**src/rtl/pwr_seq_pkg.sv**
```systemverilog
package pwr_seq_pkg;

  typedef enum logic [3:0] {
    S_ON, S_QUIESCE, S_SAVE, S_CLKOFF, S_PWROFF,
    S_RET, S_OFF, S_PWRON, S_CLKON, S_RESTORE, S_ERR
  } seq_state_e;

  localparam logic [1:0] VIS_ON   = 2'd0;
  localparam logic [1:0] VIS_RET  = 2'd1;
  localparam logic [1:0] VIS_OFF  = 2'd2;
  localparam logic [1:0] VIS_BUSY = 2'd3;

  function automatic logic is_entry(seq_state_e s);
    return (s == S_QUIESCE) || (s == S_SAVE) || (s == S_CLKOFF) || (s == S_PWROFF);
  endfunction

  function automatic logic is_rest(seq_state_e s);
    return (s == S_ON) || (s == S_RET) || (s == S_OFF);
  endfunction

endpackage

```
**src/rtl/pwr_wake_arb.sv**
```systemverilog
module pwr_wake_arb #(
  parameter int N_IRQ = 8
) (
  input  logic [N_IRQ-1:0] irq_i,
  input  logic [N_IRQ-1:0] wake_en_i,
  input  logic             timer_exp_i,
  input  logic             sw_wake_i,
  output logic             any_wake_o
);
  logic [N_IRQ-1:0] gated;

  for (genvar g = 0; g < N_IRQ; g++) begin : g_src
    assign gated[g] = irq_i[g] & wake_en_i[g];
  end

  assign any_wake_o = (|gated) | timer_exp_i | sw_wake_i;
endmodule

```
**src/rtl/pwr_step_tmr.sv**
```systemverilog
module pwr_step_tmr #(
  parameter int TW = 12
) (
  input  logic          clk_i,
  input  logic          rst_ni,
  input  logic          restart_i,
  input  logic [TW-1:0] limit_i,
  output logic          expired_o
);
  localparam logic [TW-1:0] CNT_MAX = '1;

  logic [TW-1:0] cnt_q;

  always_ff @(posedge clk_i or negedge rst_ni) begin
    if (!rst_ni)                 cnt_q <= '0;
    else if (restart_i)          cnt_q <= '0;
    else if (cnt_q != CNT_MAX)   cnt_q <= cnt_q + 1'b1;
  end

  assign expired_o = (limit_i != '0) && (cnt_q == limit_i);
endmodule

```
**src/rtl/pwr_seq_fsm.sv**
```systemverilog
module pwr_seq_fsm
  import pwr_seq_pkg::*;
(
  input  logic       clk_i,
  input  logic       rst_ni,
  input  logic       sw_sleep_i,
  input  logic       sleep_ret_i,
  input  logic       any_wake_i,
  input  logic       quiesce_ack_i,
  input  logic       ret_ack_i,
  input  logic       pwr_good_i,
  input  logic       step_expired_i,
  output logic       step_restart_o,
  output logic       quiesce_req_o,
  output logic       save_req_o,
  output logic       restore_req_o,
  output logic       clk_en_o,
  output logic       iso_o,
  output logic       pwr_en_o,
  output logic       dom_rst_no,
  output logic [1:0] state_o,
  output logic       done_o,
  output logic       err_o
);
  seq_state_e state_q, state_d;
  logic tgt_ret_q, tgt_ret_d;
  logic pend_q, pend_d;
  logic need_rst_q, need_rst_d;
  logic done_q;
  logic abort;

  assign abort = pend_q | any_wake_i;

  always_comb begin
    state_d    = state_q;
    tgt_ret_d  = tgt_ret_q;
    need_rst_d = need_rst_q;
    case (state_q)
      S_ON:
        if (sw_sleep_i && !any_wake_i) begin
          state_d   = S_QUIESCE;
          tgt_ret_d = sleep_ret_i;
        end
      S_QUIESCE:
        if (quiesce_ack_i)       state_d = abort ? S_ON : (tgt_ret_q ? S_SAVE : S_CLKOFF);
        else if (step_expired_i) state_d = S_ERR;
      S_SAVE:
        if (ret_ack_i)           state_d = abort ? S_ON : S_CLKOFF;
        else if (step_expired_i) state_d = S_ERR;
      S_CLKOFF:
        state_d = abort ? S_CLKON : S_PWROFF;
      S_PWROFF:
        if (!pwr_good_i) begin
          state_d    = abort ? S_PWRON : (tgt_ret_q ? S_RET : S_OFF);
          need_rst_d = tgt_ret_q;
        end else if (step_expired_i) state_d = S_ERR;
      S_RET, S_OFF:
        if (any_wake_i) state_d = S_PWRON;
      S_PWRON:
        if (pwr_good_i)          state_d = S_CLKON;
        else if (step_expired_i) state_d = S_ERR;
      S_CLKON:
        state_d = need_rst_q ? S_RESTORE : S_ON;
      S_RESTORE:
        if (ret_ack_i) begin
          state_d    = S_ON;
          need_rst_d = 1'b0;
        end else if (step_expired_i) state_d = S_ERR;
      default:
        state_d = S_ERR;
    endcase
  end

  // wake seen during entry is kept until the sequence turns around
  assign pend_d = is_entry(state_d) && (pend_q || any_wake_i);

  always_ff @(posedge clk_i or negedge rst_ni) begin
    if (!rst_ni) begin
      state_q    <= S_ON;
      tgt_ret_q  <= 1'b0;
      pend_q     <= 1'b0;
      need_rst_q <= 1'b0;
      done_q     <= 1'b0;
    end else begin
      state_q    <= state_d;
      tgt_ret_q  <= tgt_ret_d;
      pend_q     <= pend_d;
      need_rst_q <= need_rst_d;
      done_q     <= (state_d != state_q) && is_rest(state_d);
    end
  end

  assign step_restart_o = (state_d != state_q);

  assign quiesce_req_o = (state_q != S_ON);
  assign iso_o         = (state_q != S_ON);
  assign save_req_o    = (state_q == S_SAVE);
  assign restore_req_o = (state_q == S_RESTORE);
  assign clk_en_o      = state_q inside {S_ON, S_QUIESCE, S_SAVE, S_CLKON, S_RESTORE};
  assign pwr_en_o      = !(state_q inside {S_PWROFF, S_RET, S_OFF, S_ERR});
  assign dom_rst_no    = !(state_q inside {S_PWROFF, S_RET, S_OFF, S_PWRON, S_ERR});
  assign err_o         = (state_q == S_ERR);
  assign done_o        = done_q;

  always_comb begin
    case (state_q)
      S_ON:    state_o = VIS_ON;
      S_RET:   state_o = VIS_RET;
      S_OFF:   state_o = VIS_OFF;
      default: state_o = VIS_BUSY;
    endcase
  end
endmodule

```
**src/rtl/pwr_seq_ctrl.sv**
```systemverilog
module pwr_seq_ctrl #(
  parameter int N_IRQ = 8,
  parameter int TMO_W = 12
) (
  input  logic             clk_i,
  input  logic             rst_ni,
  input  logic             sw_sleep_i,
  input  logic             sw_sleep_ret_i,
  input  logic             sw_wake_i,
  input  logic [N_IRQ-1:0] irq_i,
  input  logic [N_IRQ-1:0] irq_wake_en_i,
  input  logic             timer_exp_i,
  input  logic [TMO_W-1:0] step_limit_i,
  output logic             quiesce_req_o,
  input  logic             quiesce_ack_i,
  output logic             save_req_o,
  output logic             restore_req_o,
  input  logic             ret_ack_i,
  output logic             clk_en_o,
  output logic             iso_o,
  output logic             pwr_en_o,
  input  logic             pwr_good_i,
  output logic             dom_rst_no,
  output logic [1:0]       state_o,
  output logic             done_o,
  output logic             err_o
);
  logic any_wake;
  logic step_restart;
  logic step_expired;

  pwr_wake_arb #(.N_IRQ(N_IRQ)) u_arb (
    .irq_i       (irq_i),
    .wake_en_i   (irq_wake_en_i),
    .timer_exp_i (timer_exp_i),
    .sw_wake_i   (sw_wake_i),
    .any_wake_o  (any_wake)
  );

  pwr_step_tmr #(.TW(TMO_W)) u_tmr (
    .clk_i     (clk_i),
    .rst_ni    (rst_ni),
    .restart_i (step_restart),
    .limit_i   (step_limit_i),
    .expired_o (step_expired)
  );

  pwr_seq_fsm u_fsm (
    .clk_i          (clk_i),
    .rst_ni         (rst_ni),
    .sw_sleep_i     (sw_sleep_i),
    .sleep_ret_i    (sw_sleep_ret_i),
    .any_wake_i     (any_wake),
    .quiesce_ack_i  (quiesce_ack_i),
    .ret_ack_i      (ret_ack_i),
    .pwr_good_i     (pwr_good_i),
    .step_expired_i (step_expired),
    .step_restart_o (step_restart),
    .quiesce_req_o  (quiesce_req_o),
    .save_req_o     (save_req_o),
    .restore_req_o  (restore_req_o),
    .clk_en_o       (clk_en_o),
    .iso_o          (iso_o),
    .pwr_en_o       (pwr_en_o),
    .dom_rst_no     (dom_rst_no),
    .state_o        (state_o),
    .done_o         (done_o),
    .err_o          (err_o)
  );
endmodule

```
**config.mk**
```make
export PLATFORM = sky130hd
export DESIGN_NAME = pwr_seq_ctrl
export DESIGN_NICKNAME = d
export VERILOG_FILES = /design/src/rtl/pwr_seq_pkg.sv /design/src/rtl/pwr_wake_arb.sv /design/src/rtl/pwr_step_tmr.sv /design/src/rtl/pwr_seq_fsm.sv /design/src/rtl/pwr_seq_ctrl.sv
export SDC_FILE = /design/constraint.sdc
export NUM_CORES = 1
export LEC_CHECK = 0
export ABC_AREA = 1
export BUFFER_PORTS_ARGS = -buffer_cell sky130_fd_sc_hd__buf_2
export CELL_PAD_IN_SITES_DETAIL_PLACEMENT = 1
export CELL_PAD_IN_SITES_GLOBAL_PLACEMENT = 2
export CORE_AREA = 2 2 83 85
export DETAILED_ROUTE_END_ITERATION = 16
export DIE_AREA = 0 0 85 87
export PLACE_DENSITY_LB_ADDON = 0.1
export SLEW_MARGIN = 20
export SYNTH_ARGS = -nofsm -noshare
export SYNTH_HDL_FRONTEND = slang
export SYNTH_SLANG_ARGS = --single-unit
```
**constraint.sdc**
```tcl
create_clock -name clk_i -period 5.5 [get_ports clk_i]
set_input_delay 0.825 -clock clk_i [delete_from_list [all_inputs] [get_ports clk_i]]
set_output_delay 0.825 -clock clk_i [all_outputs]
set_load 0.01 [all_outputs]
```
==> flow_summary.json, run 1 <==
{
  "dp_hpwl_mm": 4.14,
  "synth_area_per_cell_um2": 6.04,
  "grt_antenna_before_repair": 0,
  "fin_util_pct": 33.3,
  "vias": 1893,
  "pre_cts_ws_ns": 2.71,
  "worst_r2r_endpoint": "u_fsm.done_o",
  "hold_violations": 0,
  "synthCells": 302,
  "multi_input_area_um2": 1110,
  "crit_path_start_kind": "input port",
  "cts_max_level": 1,
  "hold_buffers": 0,
  "fin_cells": 430,
  "max_freq_mhz": 414,
  "period_minus_slack_ns": 2.42,
  "clockBufferDepth": 2,
  "worstSetupEndpoint": "u_fsm.done_o",
  "slew_viol_final": 0,
  "clkTransAtPathRegs_ns": 0.08,
  "cts_made_buffers": 3,
  "fill_cells": 903,
  "dp_cells": 426,
  "final_antenna_net_count": 0,
  "cts_setup_buffers": 0,
  "grt_max_degree": 21,
  "wl_per_cell_um": 11.3,
  "p_leak_nw": 1.20,
  "hold_path.class": "in -> async",
  "row_count": 30,
  "clk_latency_ns": 0.27,
  "nNetsFinal": 389,
  "remaining_drc_errors": 0,
  "root_buffer": "clkbuf_8",
  "synth_area_um2": 1830,
  "dieArea_um2": 7400,
  "setup_viol": 0,
  "seq_area_frac_synth_pct": 27.4,
  "fin_skew_ns": 0.00674,
  "path_max_fanout": 13,
  "synth_cell_types": 23,
  "syn-num-nets": 340,
  "cts_tree": "done",
  "ioPinCount": 48,
  "finalSetupTns_ns": 0,
  "status": "finished, final reports clean",
  "period_share_pct": 43.9,
  "r2r_slack_ns": 3.20,
  "syn_to_final_growth_pct": 19.7,
  "yosys-top-cells-area": "dfrtp_1 (27%), nand2_1 (21%), inv_1 (8.6%), nor2_1 (8.2%), nor2_2 (7.2%)",
  "drtIter0Drc": 26,
  "cp-end-kind": "flip-flop",
  "die_w_um": 85,
  "initial_utilization_pct": 27.8,
  "synth_top_area_share_pct": 27.4,
  "drive_above_1_share_pct": 26.6,
  "setup_ws_ns": 3.08,
  "cts_resized": 0,
  "drt-total-wl_mm": 4.85,
  "yosysWarnings": 0,
  "clock_sinks": 20,
  "peakVddDrop_uv": 72.2,
  "maxCapViolations": 0,
  "gp_congestion": 0.767,
  "rr_startpoint": "u_fsm.state_q[0]",
  "grt_pass1_vias": 1999,
  "finalPower_mw": 0.297,
  "power_density_nw_per_um2": 136,
  "grt_pass1_wl_mm": 8.70,
  "synth-seq-cells": 20,
  "drt-pass1-iter-count": 4,
  "io_buffers": 47,
  "overflow": 0,
  "via_per_inst": 4.40,
  "cp_data_arrival_time_ns": 2.59,
  "n_antenna_cell": 0,
  "regArea_um2": 500,
  "grtUsageTotal_pct": 14.5,
  "worst-setup-path-type": "in -> reg",
  "maxSlewHeadroom_pct": 65.5,
  "crit_required_ns": 5.67,
  "synth.largest_area_cell": "dfrtp_1",
  "die_y_um": 87,
  "r2r_cells": 12,
  "core-area_um2": 6570,
  "worst_pin_slew_ns": 0.514,
  "rsz0062_at_grt": "false",
  "crit_start": "irq_i[1]"
}
[cell usage after synthesis]
library cell  number
a21oi_1            6
nand3_1           13
nand4_1            5
nor2_4             3
buf_4              1
clkinv_1           1
nand3_2            4
nor4_1             1
buf_6              2
nor2_2            21
inv_2              6
inv_1             42
dfrtp_1           20
o21ai_0            8
o21bai_1           4
nand2_2            7
nand2_4            1
nor2_1            40
nand2_1          100
nor3_1             7
o21ai_1            1
xor2_1             8
ha_1               1
[area by class of cell]
class / instances / area share, %
inverters: 49 / 8.41
repair buffers: 47 / 10.8
well taps: 80 / 4.58
clock buffers: 4 / 2.52
flip-flops and latches: 20 / 22.9
multi-input cells: 230 / 50.8
[worst min path at each step]
stage | endpoint | startpoint | slack (ns) | cells past startpoint
2_1_floorplan | u_fsm.need_rst_q | u_fsm.need_rst_q | 0.45 | 2
3_3_place_gp | u_fsm.need_rst_q | u_fsm.need_rst_q | 0.49 | 2
3_5_place_dp | u_fsm.need_rst_q | u_fsm.need_rst_q | 0.49 | 2
4_1_cts | u_tmr.cnt_q[5] | rst_ni | 0.51 | 1
5_1_grt | u_tmr.cnt_q[5] | rst_ni | 0.52 | 1
6_report | u_tmr.cnt_q[5] | rst_ni | 0.50 | 1
[worst max-delay path, stage by stage]
cell,delay [ns]
buf_2,0.09
nand2_1,0.06
nand2_1,0.05
nor2_1,0.15
nand3_2,0.18
nor2_2,0.20
nand2_1,0.13
nand2_1,0.09
nor2_2,0.05
nand3_2,0.11
nand2_1,0.06
nand2_1,0.08
nand3_2,0.30
nand2_1,0.17
inv_1,0.04
[logic make-up (layout without fill, tap and decap cells)]
| kind of cell | Yosys count | after routing | share of synthesized area [%] |
|---|---|---|---|
| adders and majority gates | 1 | 1 | 0.685 |
| xor gates and xnor gates | 8 | 8 | 3.84 |
| DFF | 20 | 20 | 27.4 |
| AOI/OAI and AO/OA | 19 | 19 | 5.76 |
| and+or+nand+nor | 202 | 202 | 50.6 |
| buffers and inverters | 52 | 100 | 11.7 |
[layout by cell type, fill, tap and decap left out, drive strengths merged]
cell    count
o21bai      4
ha          1
inv        48
buf        47
clkbuf      4
nor4        1
nand2     108
dfrtp      20
o21ai       9
nor3        7
xor2        8
nand4       5
clkinv      1
nor2       64
nand3      17
a21oi       6
[registers in the layout (all words and copies together) (netlist names)]
signal,count
u_tmr.cnt_q,12
u_fsm.state_q,4
u_fsm.done_o,1
u_fsm.need_rst_q,1
u_fsm.pend_q,1
u_fsm.tgt_ret_q,1
[metal layers]
layer  GRT usage [%]  vias to the layer above  part of all wire [%]
met5               0                        -                     0
met4            4.47                        0                   1.4
met3            1.71                        6                   3.1
met2            27.1                       31                    49
met1            17.2                      846                    46
li1                -                     1010                     -
[power breakdown]
group	total [mW]	switching, mW	internal, mW
registers	0.147	0.000166	0.147
clock network	0.117	0.0534	0.0640
logic	0.0321	0.0174	0.0146
[metrics by stage]
step | instance area (um2) | hold WS [ns]
6_report | 2190 | 0.498
4_1_cts | 2190 | 0.511
5_1_grt | 2190 | 0.519
3_3_place_gp | 2130 | 0.486
2_1_floorplan | 1830 | 0.453
3_5_place_dp | 2130 | 0.493
Power figures use the tool's default switching activity.
==> inputs of run 2 (changes only) <==
Settings changed: ABC_AREA 1 to 0.
Clock period 5.5 ns to 2.1 ns, I/O delays scaled along.
==> flow_summary.json, run 2 <==
{
  "cts_max_level": 1,
  "synth.largest_area_cell": "dfrtp_1",
  "largest_reg_flops": 12,
  "final_common_cell": "buf_4",
  "clock_sinks": 20,
  "row_count": 30,
  "dp_cells": 387,
  "rsz0062_at_grt": "true",
  "cts_tree": "done",
  "clockBufferDepth": 2,
  "grt_pass1_vias": 2201,
  "grtUsageTotal_pct": 18.1,
  "die_w_um": 85,
  "drtIter0Drc": 40,
  "grtUsageMet1_pct": 20.8,
  "overflow": 0,
  "worst-setup-path-type": "in -> reg",
  "regArea_um2": 504,
  "period_minus_slack_ns": 2.41,
  "drt-pass1-iter-count": 6,
  "yosysWarnings": 0,
  "fin_skew_ns": 0.00329,
  "seq_area_frac_synth_pct": 29.0,
  "hold_path.class": "in -> async",
  "worst_pin_slew_ns": 0.460,
  "status": "complete, but fails checks",
  "wl_per_cell_um": 15.9,
  "synth-seq-cells": 20,
  "peakVddDrop_uv": 408,
  "path_max_fanout": 7,
  "dp_hpwl_mm": 5.03,
  "violations": "setup timing",
  "final_cell_mix": "buf_4 (71), buf_2 (46), nor2_1 (22), dfrtp_1 (17), nand2_1 (15)",
  "gp_congestion": 0.848,
  "crit_path_start_kind": "input port",
  "power_density_nw_per_um2": 507,
  "synthCells": 206,
  "yosysMostFrequentCell": "nor2_1",
  "top_usage_layer": "met2",
  "synth_top_area_share_pct": 29.0,
  "yosys-top-cells-area": "dfrtp_1 (29%), xor2_1 (8.1%), nor2_1 (6.3%), nor4_4 (3.7%), nand2_1 (3.3%)",
  "period_share_pct": 115,
  "cts_made_buffers": 3,
  "p_leak_nw": 1.30,
  "max_freq_mhz": 416,
  "grt_use_met2_pct": 34.2,
  "syn-num-nets": 244,
  "hold_violations": 0,
  "grt_pass1_wl_mm": 10.8,
  "drt-total-wl_mm": 6.38,
  "syn_to_final_growth_pct": 66.1,
  "nNetsFinal": 360,
  "drive_above_1_share_pct": 53.6,
  "io_buffers": 47,
  "final_antenna_net_count": 0,
  "clk_latency_ns": 0.25,
  "die_y_um": 87,
  "via_per_inst": 5.02,
  "fin_cells": 401,
  "cp-end-kind": "flip-flop",
  "n_antenna_cell": 0,
  "synth_edf_count": 0,
  "top_register": "u_tmr.cnt_q",
  "largestRegisters": "u_tmr.cnt_q (12), u_fsm.state_q (4)",
  "fill_cells": 799,
  "ioPinCount": 48,
  "multi_input_area_um2": 1350,
  "initial_utilization_pct": 26.2,
  "grt_max_degree": 21,
  "core-area_um2": 6570,
  "slew_viol_final": 0,
  "remaining_drc_errors": 0,
  "finalSetupTns_ns": -3.22,
  "pre_cts_ws_ns": -0.511,
  "root_buffer": "clkbuf_8",
  "vias": 2012,
  "maxCapViolations": 0,
  "synth_top_flop_cell": "dfrtp_1",
  "setup_viol": 14,
  "synth_area_um2": 1720,
  "synthArstFlopShare_pct": 100,
  "maxSlewHeadroom_pct": 69.3,
  "finalPower_mw": 1.45,
  "cp_data_arrival_time_ns": 2.56,
  "grt_antenna_before_repair": 0,
  "crit_required_ns": 2.26,
  "setup_ws_ns": -0.306,
  "clkTransAtPathRegs_ns": 0.07,
  "dieArea_um2": 7400,
  "synthTopCellsByCount": "nor2_1 (29), dfrtp_1 (20), xor2_1 (16), nand2_1 (15)",
  "synth_cell_types": 59,
  "synth_area_per_cell_um2": 8.37,
  "grtUsageMet3_pct": 1.61,
  "hold_buffers": 0
}
-- run 2: cell count changes after synthesis, moves of 4 or more --
cell	previous run	this run
nor2b_1	0	5
nand3_1	13	8
inv_1	42	7
nand2_2	7	0
nand2_1	100	15
nor4_1	1	5
inv_2	6	0
nor2_2	21	0
buf_2	0	6
nand3_2	4	0
o211ai_1	0	4
nor2_1	40	29
xor2_1	8	16
-- run 2: cell type report --
type                       count  area share (%)
inverter                       7           0.917
clock buffer                   4            1.92
tap                           80            3.49
sequential                    20            17.6
timing repair buffer         121            28.8
multi-input combinational    169            47.2
-- run 2: cell families after synthesis --
family | after synthesis | share of synthesized area (%)
compound gates | 44 | 18.8
xor+xnor | 19 | 9.65
fa+ha+maj | 1 | 0.726
buf+inv | 17 | 4.64
flops | 20 | 29.0
mux | 4 | 2.47
simple gates | 101 | 34.7
-- run 2: worst paths after layout --
check | slack [ns] | startpoint | to | depth (start not counted)
setup reg to reg | -0.24 | u_tmr.cnt_q[6] | u_tmr.cnt_q[5] | 9
hold / removal | 0.004 | rst_ni | u_tmr.cnt_q[2] | 1
max in group asynchronous | 1.75 | rst_ni | u_fsm.state_q[0] | 1
setup / recovery | -0.31 | irq_i[0] | u_tmr.cnt_q[11] | 9
hold reg to reg | 0.55 | u_fsm.need_rst_q | u_fsm.need_rst_q | 2
min in group clk_i | 0.31 | sw_sleep_ret_i | u_fsm.tgt_ret_q | 2
-- run 2: layer usage --
metal	vias up	part of all wire [%]
met3	10	3.3
met2	43	53
li1	989	-
met1	970	41
met4	0	2.7
met5	-	0
-- run 2: timing repair --
item,in CTS,in global routing
endpoints found under the hold margin,0,0
resized for setup,26,23
pin swaps,14,12
endpoints found under the setup margin,16,16
cloned,1,0
buffers inserted,6,5
-- run 2: critical path, stage by stage --
cell	delay [ns]
buf_6	0.09
a222oi_1	0.40
nand4_1	0.20
or4b_4	0.59
a211oi_4	0.28
or4b_4	0.18
nand4_4	0.13
buf_12	0.19
a311oi_2	0.19
-- run 2: through the flow --
| stage | cell area, um2 | utilization (%) | hold slack (ns) |
|---|---|---|---|
| after global placement | 2500 | 38.0 | 0.306 |
| after CTS | 2750 | 41.9 | 0.0251 |
| after detailed placement | 2500 | 38.0 | 0.311 |
| after floorplan | 1730 | - | 0.0194 |
| after global routing | 2860 | 43.6 | 0.0301 |
| final | 2860 | 43.6 | 0.00393 |
-- run 2: where the power goes --
part | total, mW | switching (mW) | internal (mW)
registers | 0.515 | 0.0612 | 0.454
clock network | 0.288 | 0.122 | 0.167
logic | 0.649 | 0.318 | 0.332
total | 1.45 | 0.500 | 0.952
==> inputs of run 3 (changes only) <==
Settings changed: CORE_AREA 2 2 83 85 to 8 8 66 125, DIE_AREA 0 0 85 87 to 0 0 74 133, SKIP_LAST_GASP from default to 1.
==> flow_summary.json, run 3 (synthesized netlist as in run 2, its figures left out) <==
{
  "dp_cells": 394,
  "grt_max_degree": 21,
  "maxCapViolations": 0,
  "cp_common_cell": "or3_4",
  "drtIter0Drc": 29,
  "rsz0062_at_grt": "true",
  "clockBufferDepth": 2,
  "io_buffers": 47,
  "final_common_cell": "buf_4",
  "status": "complete, but fails checks",
  "worst-setup-path-type": "reg -> reg",
  "peakVddDrop_uv": 570,
  "whs_ns": 0.0202,
  "grt_pass1_wl_mm": 11.6,
  "syn_to_final_growth_pct": 61.5,
  "setup_ws_ns": -0.185,
  "wl_per_cell_um": 18.1,
  "grt_pass1_vias": 2348,
  "fin_skew_ns": 0.00405,
  "worst_pin_slew_ns": 0.473,
  "root_buffer": "clkbuf_16",
  "slew_viol_final": 0,
  "period_share_pct": 109,
  "clk_latency_ns": 0.25,
  "power_frac_clock_pct": 25.7,
  "cts_tree": "done",
  "crit_required_ns": 2.27,
  "largestRegisters": "u_tmr.cnt_q (12), u_fsm.state_q (4)",
  "n_antenna_cell": 0,
  "cts_made_buffers": 3,
  "grtUsageTotal_pct": 15.3,
  "max_freq_mhz": 438,
  "remaining_drc_errors": 0,
  "ioPinCount": 48,
  "final_cell_mix": "buf_4 (67), buf_2 (47), nor2_1 (27), dfrtp_1 (17), nand2_1 (15)",
  "hold_violations": 0,
  "drive_above_1_share_pct": 51.3,
  "drt-total-wl_mm": 7.31,
  "switching_share_pct": 33.1,
  "fill_cells": 834,
  "largest_reg_flops": 12,
  "cp_data_arrival_time_ns": 2.46,
  "path_max_fanout": 4,
  "via_per_inst": 5.00,
  "drt-pass1-iter-count": 4,
  "initial_utilization_pct": 26.2,
  "multi_input_area_um2": 1290,
  "grt_antenna_before_repair": 0,
  "p_int_mw": 1.00,
  "slowest_delay_ns": 0.43,
  "fin_cells": 404,
  "setup_viol": 14,
  "r2r_slack_ns": -0.19,
  "critPathBufInv": 0,
  "dieArea_um2": 9840,
  "core-area_um2": 6570,
  "top_register": "u_tmr.cnt_q",
  "clkTransAtPathRegs_ns": 0.05,
  "row_count": 42,
  "period_minus_slack_ns": 2.29,
  "cp_cell_sequence": "xor2_2, nor4_4, nand4_2, and3_4, or3_4, or3_4, a21oi_2",
  "switchingPower_mw": 0.494,
  "die_y_um": 133,
  "critPathSlowestCell": "dfrtp_1",
  "crit_path_start_kind": "flip-flop",
  "gp_congestion": 0.833,
  "nNetsFinal": 356,
  "die_w_um": 74,
  "clock_sinks": 20,
  "hold_path.class": "in -> async",
  "cp-end-kind": "flip-flop",
  "crit_family": "simple AND/OR/NAND/NOR gates",
  "fin_util_pct": 42.4,
  "power_density_nw_per_um2": 537,
  "pre_cts_ws_ns": -0.474,
  "cts_max_level": 1,
  "final_antenna_net_count": 0,
  "vias": 2020,
  "dp_hpwl_mm": 6.33,
  "power.share.sequential_pct": 34.6,
  "regArea_um2": 504,
  "p_leak_nw": 1.29,
  "violations": "setup timing",
  "maxSlewHeadroom_pct": 68.5,
  "overflow": 0,
  "power_frac_comb_pct": 39.7
}
==> run 3: final timing paths <==
check                                      start  cells after the start               end
worst max-delay path              u_tmr.cnt_q[8]                      7      u_fsm.pend_q
worst min-delay path                      rst_ni                      1      u_fsm.done_o
worst max register to register    u_tmr.cnt_q[8]                      7      u_fsm.pend_q
worst min register to register  u_fsm.need_rst_q                      2  u_fsm.need_rst_q
max in group asynchronous                 rst_ni                      1  u_fsm.state_q[0]
min in group clk_i                sw_sleep_ret_i                      2   u_fsm.tgt_ret_q
==> run 3: cell type report <==
type,instances,area share (%)
Clock buffer,3,2.70
Inverter,7,0.944
Multi-Input combinational cell,169,46.2
Sequential cell,20,18.1
Tap cell,88,3.96
Timing Repair Buffer,117,28.0
==> run 3: stage by stage <==
stage | cell area, um2 | setup TNS (ns) | total power [mW]
2_1_floorplan | 1730 | -1.23 | 0.802
3_3_place_gp | 2500 | -4.61 | 1.06
3_5_place_dp | 2500 | -5.78 | 1.07
4_1_cts | 2740 | -1.97 | 1.51
5_1_grt | 2780 | -3.91 | 1.59
6_report | 2780 | -1.96 | 1.49
==> run 3: timing repair <==
action,CTS,global route
buffers inserted,5,2
setup endpoints to repair,15,15
hold buffers,0,0
pin swaps,19,8
gates resized for setup,27,6
==> run 3: layer usage <==
layer / part of all wire [%] / routed length, um / global-route usage, % / up-vias
met3: 3.4 / 251 / 1.97 / 14
met1: 30 / 2160 / 11.8 / 975
met5: 0 / 0 / 0 / -
met4: 4.4 / 321 / 7.62 / 0
li1: - / - / - / 985
met2: 63 / 4570 / 32.6 / 46
==> run 3: power groups by stage <==
stage	logic, mW	registers [mW]	clock network, mW
after detailed placement	0.555	0.518	0
after global placement	0.548	0.517	0
after CTS	0.597	0.516	0.393
after global routing	0.651	0.527	0.409
after floorplan	0.271	0.531	0
final	0.593	0.518	0.384
